<file path="src/rtl/eat_pkg.sv">
package eat_pkg;
    localparam int BYTE_W = 8;
    localparam int ADDR_W = 2 * BYTE_W;

    typedef enum logic [1:0] {
        OPK_READ_CUR = 2'd0,
        OPK_WRITE    = 2'd1,
        OPK_READ_RND = 2'd2,
        OPK_SPARE    = 2'd3
    } op_kind_e;

    typedef enum logic [1:0] {
        CHK_IDLE  = 2'd0,
        CHK_ARMED = 2'd1,
        CHK_FILL  = 2'd2,
        CHK_DONE  = 2'd3
    } chk_state_e;
endpackage

</file>
<file path="src/rtl/eat_counter.sv">
module eat_counter
    import eat_pkg::*;
#(
    parameter logic [ADDR_W-1:0] INIT_ADDR = '0
) (
    input  logic              clk,
    input  logic              rst_n,
    input  logic              cfg_wide,
    input  logic              hi_ld,
    input  logic              lo_ld,
    input  logic [BYTE_W-1:0] byte_in,
    input  logic              step,
    output logic              tag_valid,
    output logic [ADDR_W-1:0] tag_addr,
    output logic [ADDR_W-1:0] cur_addr
);
    localparam int HI_W = ADDR_W - BYTE_W;

    logic [ADDR_W-1:0] cnt_q;
    logic [BYTE_W-1:0] hi_q;
    logic [ADDR_W-1:0] inc_val;
    logic [ADDR_W-1:0] load_val;
    logic [BYTE_W-1:0] low_plus;

    always_comb begin
        cur_addr = cfg_wide ? cnt_q : {{HI_W{1'b0}}, cnt_q[BYTE_W-1:0]};
        low_plus = cnt_q[BYTE_W-1:0] + 1'b1;
        inc_val  = cfg_wide ? cnt_q + 1'b1 : {{HI_W{1'b0}}, low_plus};
        load_val = cfg_wide ? {hi_q, byte_in} : {{HI_W{1'b0}}, byte_in};
    end

    always_ff @(posedge clk or negedge rst_n) begin
        if (!rst_n) begin
            cnt_q     <= INIT_ADDR;
            hi_q      <= '0;
            tag_valid <= 1'b0;
            tag_addr  <= '0;
        end else begin
            tag_valid <= step;
            if (step) begin
                tag_addr <= cur_addr;
            end
            if (hi_ld && cfg_wide) begin
                hi_q <= byte_in;
            end
            if (lo_ld) begin
                cnt_q <= load_val;
            end else if (step) begin
                cnt_q <= inc_val;
            end
        end
    end
endmodule

</file>
<file path="src/rtl/eat_page_check.sv">
module eat_page_check
    import eat_pkg::*;
#(
    parameter int PAGE_LOG2 = 3
) (
    input  logic                    clk,
    input  logic                    rst_n,
    input  logic                    op_start,
    input  logic [1:0]              op_kind,
    input  logic                    op_end,
    input  logic                    step,
    input  logic [ADDR_W-1:0]       cur_addr,
    output logic                    pw_done,
    output logic                    warn_overrun,
    output logic                    warn_cross,
    output logic [ADDR_W-PAGE_LOG2-1:0] pg_first,
    output logic [ADDR_W-PAGE_LOG2-1:0] pg_last
);
    localparam int CNT_W = ADDR_W + 1;
    localparam int PG_W  = ADDR_W - PAGE_LOG2;
    localparam logic [CNT_W-1:0] PAGE_BYTES = CNT_W'(1) << PAGE_LOG2;
    localparam logic [CNT_W-1:0] CNT_MAX    = '1;

    chk_state_e        state_q, state_d;
    logic [ADDR_W-1:0] first_q;
    logic [ADDR_W-1:0] last_q;
    logic [CNT_W-1:0]  nbytes_q;
    logic              wr_start;

    assign wr_start = op_start && (op_kind == OPK_WRITE);

    always_comb begin
        state_d = state_q;
        unique case (state_q)
            CHK_IDLE: begin
                if (wr_start) state_d = CHK_ARMED;
            end
            CHK_ARMED: begin
                if (op_end)    state_d = step ? CHK_DONE : CHK_IDLE;
                else if (step) state_d = CHK_FILL;
            end
            CHK_FILL: begin
                if (op_end) state_d = CHK_DONE;
            end
            CHK_DONE: begin
                state_d = wr_start ? CHK_ARMED : CHK_IDLE;
            end
            default: state_d = CHK_IDLE;
        endcase
    end

    always_ff @(posedge clk or negedge rst_n) begin
        if (!rst_n) begin
            state_q  <= CHK_IDLE;
            first_q  <= '0;
            last_q   <= '0;
            nbytes_q <= '0;
        end else begin
            state_q <= state_d;
            if (step && state_q == CHK_ARMED) begin
                first_q  <= cur_addr;
                last_q   <= cur_addr;
                nbytes_q <= CNT_W'(1);
            end else if (step && state_q == CHK_FILL) begin
                last_q <= cur_addr;
                if (nbytes_q != CNT_MAX) begin
                    nbytes_q <= nbytes_q + 1'b1;
                end
            end
        end
    end

    always_comb begin
        pw_done      = 1'b0;
        warn_overrun = 1'b0;
        warn_cross   = 1'b0;
        pg_first     = '0;
        pg_last      = '0;
        if (state_q == CHK_DONE) begin
            pw_done      = 1'b1;
            pg_first     = PG_W'(first_q >> PAGE_LOG2);
            pg_last      = PG_W'(last_q >> PAGE_LOG2);
            warn_overrun = nbytes_q > PAGE_BYTES;
            warn_cross   = (first_q >> PAGE_LOG2) != (last_q >> PAGE_LOG2);
        end
    end
endmodule

</file>
<file path="src/rtl/eeprom_addr_tracker.sv">
module eeprom_addr_tracker
    import eat_pkg::*;
#(
    parameter logic [15:0] INIT_ADDR = 16'h0000,
    parameter int          PAGE_LOG2 = 3
) (
    input  logic                    clk,
    input  logic                    rst_n,
    input  logic                    cfg_wide,
    input  logic                    addr_hi_ld,
    input  logic                    addr_lo_ld,
    input  logic [7:0]              addr_byte,
    input  logic                    data_stb,
    input  logic                    op_start,
    input  logic [1:0]              op_kind,
    input  logic                    op_end,
    output logic                    tag_valid,
    output logic [15:0]             tag_addr,
    output logic                    pw_done,
    output logic                    warn_overrun,
    output logic                    warn_cross,
    output logic [16-PAGE_LOG2-1:0] pg_first,
    output logic [16-PAGE_LOG2-1:0] pg_last
);
    logic [ADDR_W-1:0] cur_addr;

    eat_counter #(.INIT_ADDR(INIT_ADDR)) u_cnt (
        .clk       (clk),
        .rst_n     (rst_n),
        .cfg_wide  (cfg_wide),
        .hi_ld     (addr_hi_ld),
        .lo_ld     (addr_lo_ld),
        .byte_in   (addr_byte),
        .step      (data_stb),
        .tag_valid (tag_valid),
        .tag_addr  (tag_addr),
        .cur_addr  (cur_addr)
    );

    eat_page_check #(.PAGE_LOG2(PAGE_LOG2)) u_chk_fsm (
        .clk          (clk),
        .rst_n        (rst_n),
        .op_start     (op_start),
        .op_kind      (op_kind),
        .op_end       (op_end),
        .step         (data_stb),
        .cur_addr     (cur_addr),
        .pw_done      (pw_done),
        .warn_overrun (warn_overrun),
        .warn_cross   (warn_cross),
        .pg_first     (pg_first),
        .pg_last      (pg_last)
    );
endmodule

</file>
<file path="config.mk">
export PLATFORM = sky130hd
export DESIGN_NAME = eeprom_addr_tracker
export DESIGN_NICKNAME = d
export VERILOG_FILES = /design/src/rtl/eat_pkg.sv /design/src/rtl/eat_counter.sv /design/src/rtl/eat_page_check.sv /design/src/rtl/eeprom_addr_tracker.sv
export SDC_FILE = /design/constraint.sdc
export NUM_CORES = 1
export LEC_CHECK = 0
export ABC_AREA = 1
export BUFFER_PORTS_ARGS = -buffer_cell sky130_fd_sc_hd__buf_2
export CORE_AREA = 4 4 96 98
export DETAILED_ROUTE_END_ITERATION = 6
export DIE_AREA = 0 0 100 102
export HOLD_SLACK_MARGIN = 0.1
export PLACE_DENSITY_LB_ADDON = 0.15
export SYNTH_ARGS = -nofsm -noshare
export SYNTH_HDL_FRONTEND = slang
export SYNTH_SLANG_ARGS = --single-unit
</file>
<file path="constraint.sdc">
create_clock -name clk -period 3.8 [get_ports clk]
set_input_delay 0.57 -clock clk [delete_from_list [all_inputs] [get_ports clk]]
set_output_delay 0.57 -clock clk [all_outputs]
set_load 0.005 [all_outputs]
</file>
### Word-level counts from Yosys, hierarchy flattened

Index checks and enable logic that the tools add are counted.

* bits in registers: 92
* input port bits: 18
* output and inout port bits: 46
* logic and storage cells: 53

* add/subtract/negate cells: 3
* magnitude comparators: 1
* eq/ne operators: 9
* mux-type cells: 22
* reduce and logical (&&, ||, !) cells: 10

Operator list (number)
* 16-bit 2-to-1 mux: 7
* 17-bit 2-to-1 mux: 3
* 13-bit 2-to-1 mux: 2
* 17-bit by 1-bit adder with 17-bit output (second input constant): 1
* 17-bit by 4-bit greater-than comparator with 1-bit output (second input constant): 1
* 17-bit inequality test (second input constant): 1
* 16-bit by 1-bit adder with 16-bit output (second input constant): 1
* 13-bit inequality test: 1
* 2-bit 2-to-1 mux: 5
* 8-bit by 1-bit adder with 8-bit output (second input constant): 1
* 2-bit one-hot mux with 4 select lines: 1
* 2-bit nonzero test: 3
* 2-bit by 1-bit == test with 1-bit output (second input constant): 2
* 2-bit == test (second input constant): 2
* 1-bit logical AND: 4
* 1-bit 2-to-1 mux: 4
* 3-bit inequality test (second input constant): 1
* 3-bit AND reduction: 1
* 2-bit logical NOT: 1
* 2-bit by 1-bit inequality test with 1-bit output (second input constant): 1
* 2-bit inequality test (second input constant): 1
* 2-bit AND reduction: 1

### Logic depth before layout (Yosys ltp)

* depth in word-level cells: 4
* depth in mapped cells: 12
* mapped depth without buffers: 12

### Hierarchy

From an unflattened synthesis, not the netlist that was laid out.

* cell total of the unflattened synthesis: 626
* area, all modules: 4642.0 um2

Modules (own cells, without submodules)
* eat_page_check: instances 1, cells an instance 365, area each 2524.9 um2, seq. area each 1126.1 um2
* eat_counter: instances 1, cells an instance 261, area each 2117.0 um2, seq. area each 1026.0 um2

### Least setup slack after synthesis

OpenSTA, ideal clock, no wires.

* path kind: flip-flop to flip-flop
* from: register u_chk_fsm.nbytes_q[0]
* to: register u_chk_fsm.nbytes_q[10]
* library setup time: 119 ps
* arrival: 1592 ps
* required time: 3681 ps
* path slack: 2089 ps
* stages on the path, launching flop included: 12
* buffers on the path: 0
* period minus slack after synthesis: 1711 ps
* cells stage by stage: dfrtp_1 -> ha_1 -> nand3_1 -> nor2_1 -> inv_1 -> nor3_1 -> ha_1 -> nand2_1 -> nand2_4 -> nor2_4 -> a21oi_1 -> nor2_1

* cells in the longest elaborated chain, start to end: 4
* elaborated cells on any way between the ends: 7
* those cells by class: add/sub: 1; eq/ne: 1; mux: 3; reduce/logical: 2

Ends and longest elaborated chain
* from (decl): line eat_page_check.sv:27 `logic [CNT_W-1:0] nbytes_q;`
* from (signal assigned): line eat_page_check.sv:67 `nbytes_q <= nbytes_q + 1'b1;`
* 17-bit by 1-bit adder with 17-bit output: line eat_page_check.sv:67
* 17-bit 2-to-1 mux: line eat_page_check.sv:66 `if (nbytes_q != CNT_MAX) begin`
* 17-bit 2-to-1 mux: line eat_page_check.sv:64 `end else if (step && state_q == CHK_FILL) begin`
* 17-bit 2-to-1 mux: line eat_page_check.sv:60 `if (step && state_q == CHK_ARMED) begin`

Parallel ways exist; a longest one is shown, timed or not. The select of a mux whose other input is x is not followed.
A chain may end at the register's enable or synchronous reset.

### Worst setup path after layout

* from: register u_chk_fsm.state_q[0]
* to: output port warn_overrun

* cells in the longest elaborated chain, start to end: 2

Ends and longest elaborated chain
* from (decl): line eat_page_check.sv:24 `chk_state_e state_q, state_d;`
* from (signal assigned): line eat_page_check.sv:59 `state_q <= state_d;`
* 2-bit == test: line eat_page_check.sv:79 `if (state_q == CHK_DONE) begin`
* 1-bit 2-to-1 mux: line eat_page_check.sv:79
* to (decl): line eeprom_addr_tracker.sv:20 `output logic warn_overrun,`

Every way passes these cells.

==> impl_results.md <==
* Count leader, synth: nand2_1
* Mapped Cells at roughly 600
* CTS tree: yes
* Grt ovf at 0
* Setup_tns at 0 ns
* R2r endpoint: u_chk_fsm.nbytes_q[3]
* Fin crit period at 2.46 ns
* Post-DP HPWL at between 7000 and 8000 µm
* Pins over their slew limit at 0
* Number of global-route vias before repair at ~3800
* Achievable frequency at 0.406 GHz
* Design area at ~5100 µm²
* Worst r2r src: u_chk_fsm.nbytes_q[0]
* Top-area cell type share of the netlist area at between 40% and 50%
* CP arrival at 1.89 ns
* Antenna viol nets, final at 0
* Mean number of vias per cell at 5.27
* Clock transition at the registers of the reported paths at approximately 0.090 ns
* H-tree levels at 3
* Gates resized, CTS repair at 0
* IO buf count at 63
* Clk buf depth at 2
* Maxcap violations at 0
* Core area at between 8000 and 9000 µm²
* Final setup vio count at 0
* Tcrit/Tclk final at between 60% and 70%
* Clock sink count at 86
* Unrepaired setup endpoints after global routing: false
* CTS buffer count at 9
* Fin Hold WS at 0.342 ns
* Wire length per cell at approximately 14 µm
* Leakage power at 2.48 nW
* First-pass GRT wire length at around 18000 µm
* Post-cts hold buffer count at 0
* Die width at 100 µm
* Sequential area share after synthesis at 47.6%
* Hold Crit Class: in -> async
* Power Dens Cells at roughly 550 nW/µm²
* Placed Area at approximately 5000 µm²
* Maximum vdd drop at 223 µV
* Register-to-register setup slack at between 1.5 and 2 ns
* Final hold vios at 0
* Top cells by area, synth: dfrtp_1 (48%), nand2_1 (12%), nor2_1 (7.3%), o21ai_0 (6.4%), inv_1 (6.1%)
* Status: completed
* Synth async-reset ratio at 100%
* Setup CP Type: reg -> out
* DRC Markers at 0
* Area Growth Syn to Fin at 12.4%
* Synthesis Warnings at 0
* Final Skew at 0.0125 ns
* Worst-margin pin slew at just over 0.9 ns
* Latest clock arrival within the worst-skew pair at between 0.3 and 0.4 ns
* Num ports at 64
* GRT Util Overall at between 20% and 30%
* Path depth of the worst reg2reg path at 11
* Slew headroom at 38.6%
* Critical Path Start Type: register
* 1st-iter DRT viols at roughly 190
* Die ar. at around 10000 µm²
* Worst endpoint required time at ~3.2 ns
* Fin nets at ~680
* Count of flip-flops with a built-in enable after synthesis at 0
* Placer congestion estimate at about 0.90
* Worst-path maximum fanout at 29
* Post-synth top flop: dfrtp_1
* Crit end category: output pin
* Proportion of layout cells with a drive suffix above 1 at between 10% and 20%
* Die Span Y at roughly 100 µm
* Net count after synthesis at between 600 and 700
* Initial core utilization at around 53%
* Mapped Area at 4520 µm²
* # rows at 34
* Yosys cell types at 32
* N_diodes at 0
* Post CTS Setup Buffer Count at 0
* Vias at between 4000 and 5000
* Avg Cell Area, Syn at 7.50 µm²
* First-pass DRT Iterations at 4
* Initial antenna violation count at 0
* Root Driver: clkbuf_8
* Synth top cells by count: nand2_1 (150), nor2_1 (88), dfrtp_1 (86)
* Post-Route WL at 10600 µm
* Cell taking the most area after synthesis: dfrtp_1
* Largest net degree at the start of global routing at 75
* Yosys reg bits at 86
how the worst max path moves through the flow:
stage                                      from                      to  cells past startpoint
after global placement    u_chk_fsm.nbytes_q[0]   u_chk_fsm.nbytes_q[3]                     11
after detailed placement  u_chk_fsm.nbytes_q[0]   u_chk_fsm.nbytes_q[3]                     11
after global routing       u_chk_fsm.state_q[0]            warn_overrun                      3
after CTS                  u_chk_fsm.state_q[0]            warn_overrun                      3
final                      u_chk_fsm.state_q[0]            warn_overrun                      3
after floorplan           u_chk_fsm.nbytes_q[0]  u_chk_fsm.nbytes_q[10]                     11
through the flow:
step,util (%),cells,worst slack [ns],power [W]
finish,60.0,771,1.34,0.00281
global route,60.0,771,1.11,0.00304
global placement,57.8,756,1.62,0.00216
CTS,60.0,771,1.33,0.00283
detailed placement,57.8,756,1.55,0.00220
floorplan,-,603,2.09,0.00194
logic make-up (layout without fill, tap and decap cells):
kind of cell             after synthesis  count (layout)  synth area share, %
AND/OR/NAND/NOR                      301             301                 28.1
buffers and inverters                 95             155                 8.38
flip-flops                            86              86                 47.6
XOR/XNOR                              15              15                 2.90
AO/OA/AOI/OAI                        102             102                 12.0
adder cells (fa/ha/maj)                4               4                 1.11
worst max-delay path: stages (launching register included):
cell     delay [ns]
dfrtp_1        0.44
nand2_1        0.55
a31oi_1        0.39
buf_2          0.16
cell type report:
| type | count | area, µm² |
|---|---|---|
| inverter | 75 | 282 |
| tap | 108 | 135 |
| fill | 794 | 3380 |
| clock buffer | 11 | 141 |
| timing repair buffer | 65 | 333 |
| sequential | 86 | 2150 |
| clock inverter | 4 | 47.5 |
| multi-input combinational | 422 | 1990 |
power breakdown:
part / internal [W] / switching [W]
clock network: 0.000317 / 0.000319
logic: 0.000319 / 0.000525
registers: 0.00113 / 0.000204
total: 0.00177 / 0.00105
sequential cells by signal (all words and copies together), names as in the netlist, named ones only:
register / flops
u_chk_fsm.nbytes_q: 17
u_cnt.cnt_q: 16
u_cnt.tag_addr: 16
u_chk_fsm.first_q: 13
u_chk_fsm.last_q: 13
u_cnt.hi_q: 8
u_chk_fsm.state_q: 1
u_cnt.tag_valid: 1
routing by layer:
metal | vias to the layer above | part of all wire [%] | track usage, % | routed length (µm)
met5 | - | 0 | 0 | 0
met4 | 0 | 2.0 | 7.46 | 210
li1 | 2039 | - | - | -
met2 | 92 | 47 | 35.0 | 5040
met1 | 1916 | 47 | 29.5 | 4970
met3 | 19 | 4.0 | 3.89 | 421
layout by cell type (no fill, tap or decap), types with 3 or more instances in the layout:
cell type,netlist,final
o21ai_1,4,4
xor2_1,9,9
buf_2,6,62
xnor2_1,6,6
nand2_1,150,150
nor2_1,88,88
ha_1,4,4
o21ai_0,58,58
inv_1,74,74
buf_4,2,3
a21oi_1,28,28
dfrtp_1,86,86
nand3_1,27,27
clkbuf_8,0,10
nand4_1,20,20
nor3_1,5,5
Power figures use the tool's default switching activity.
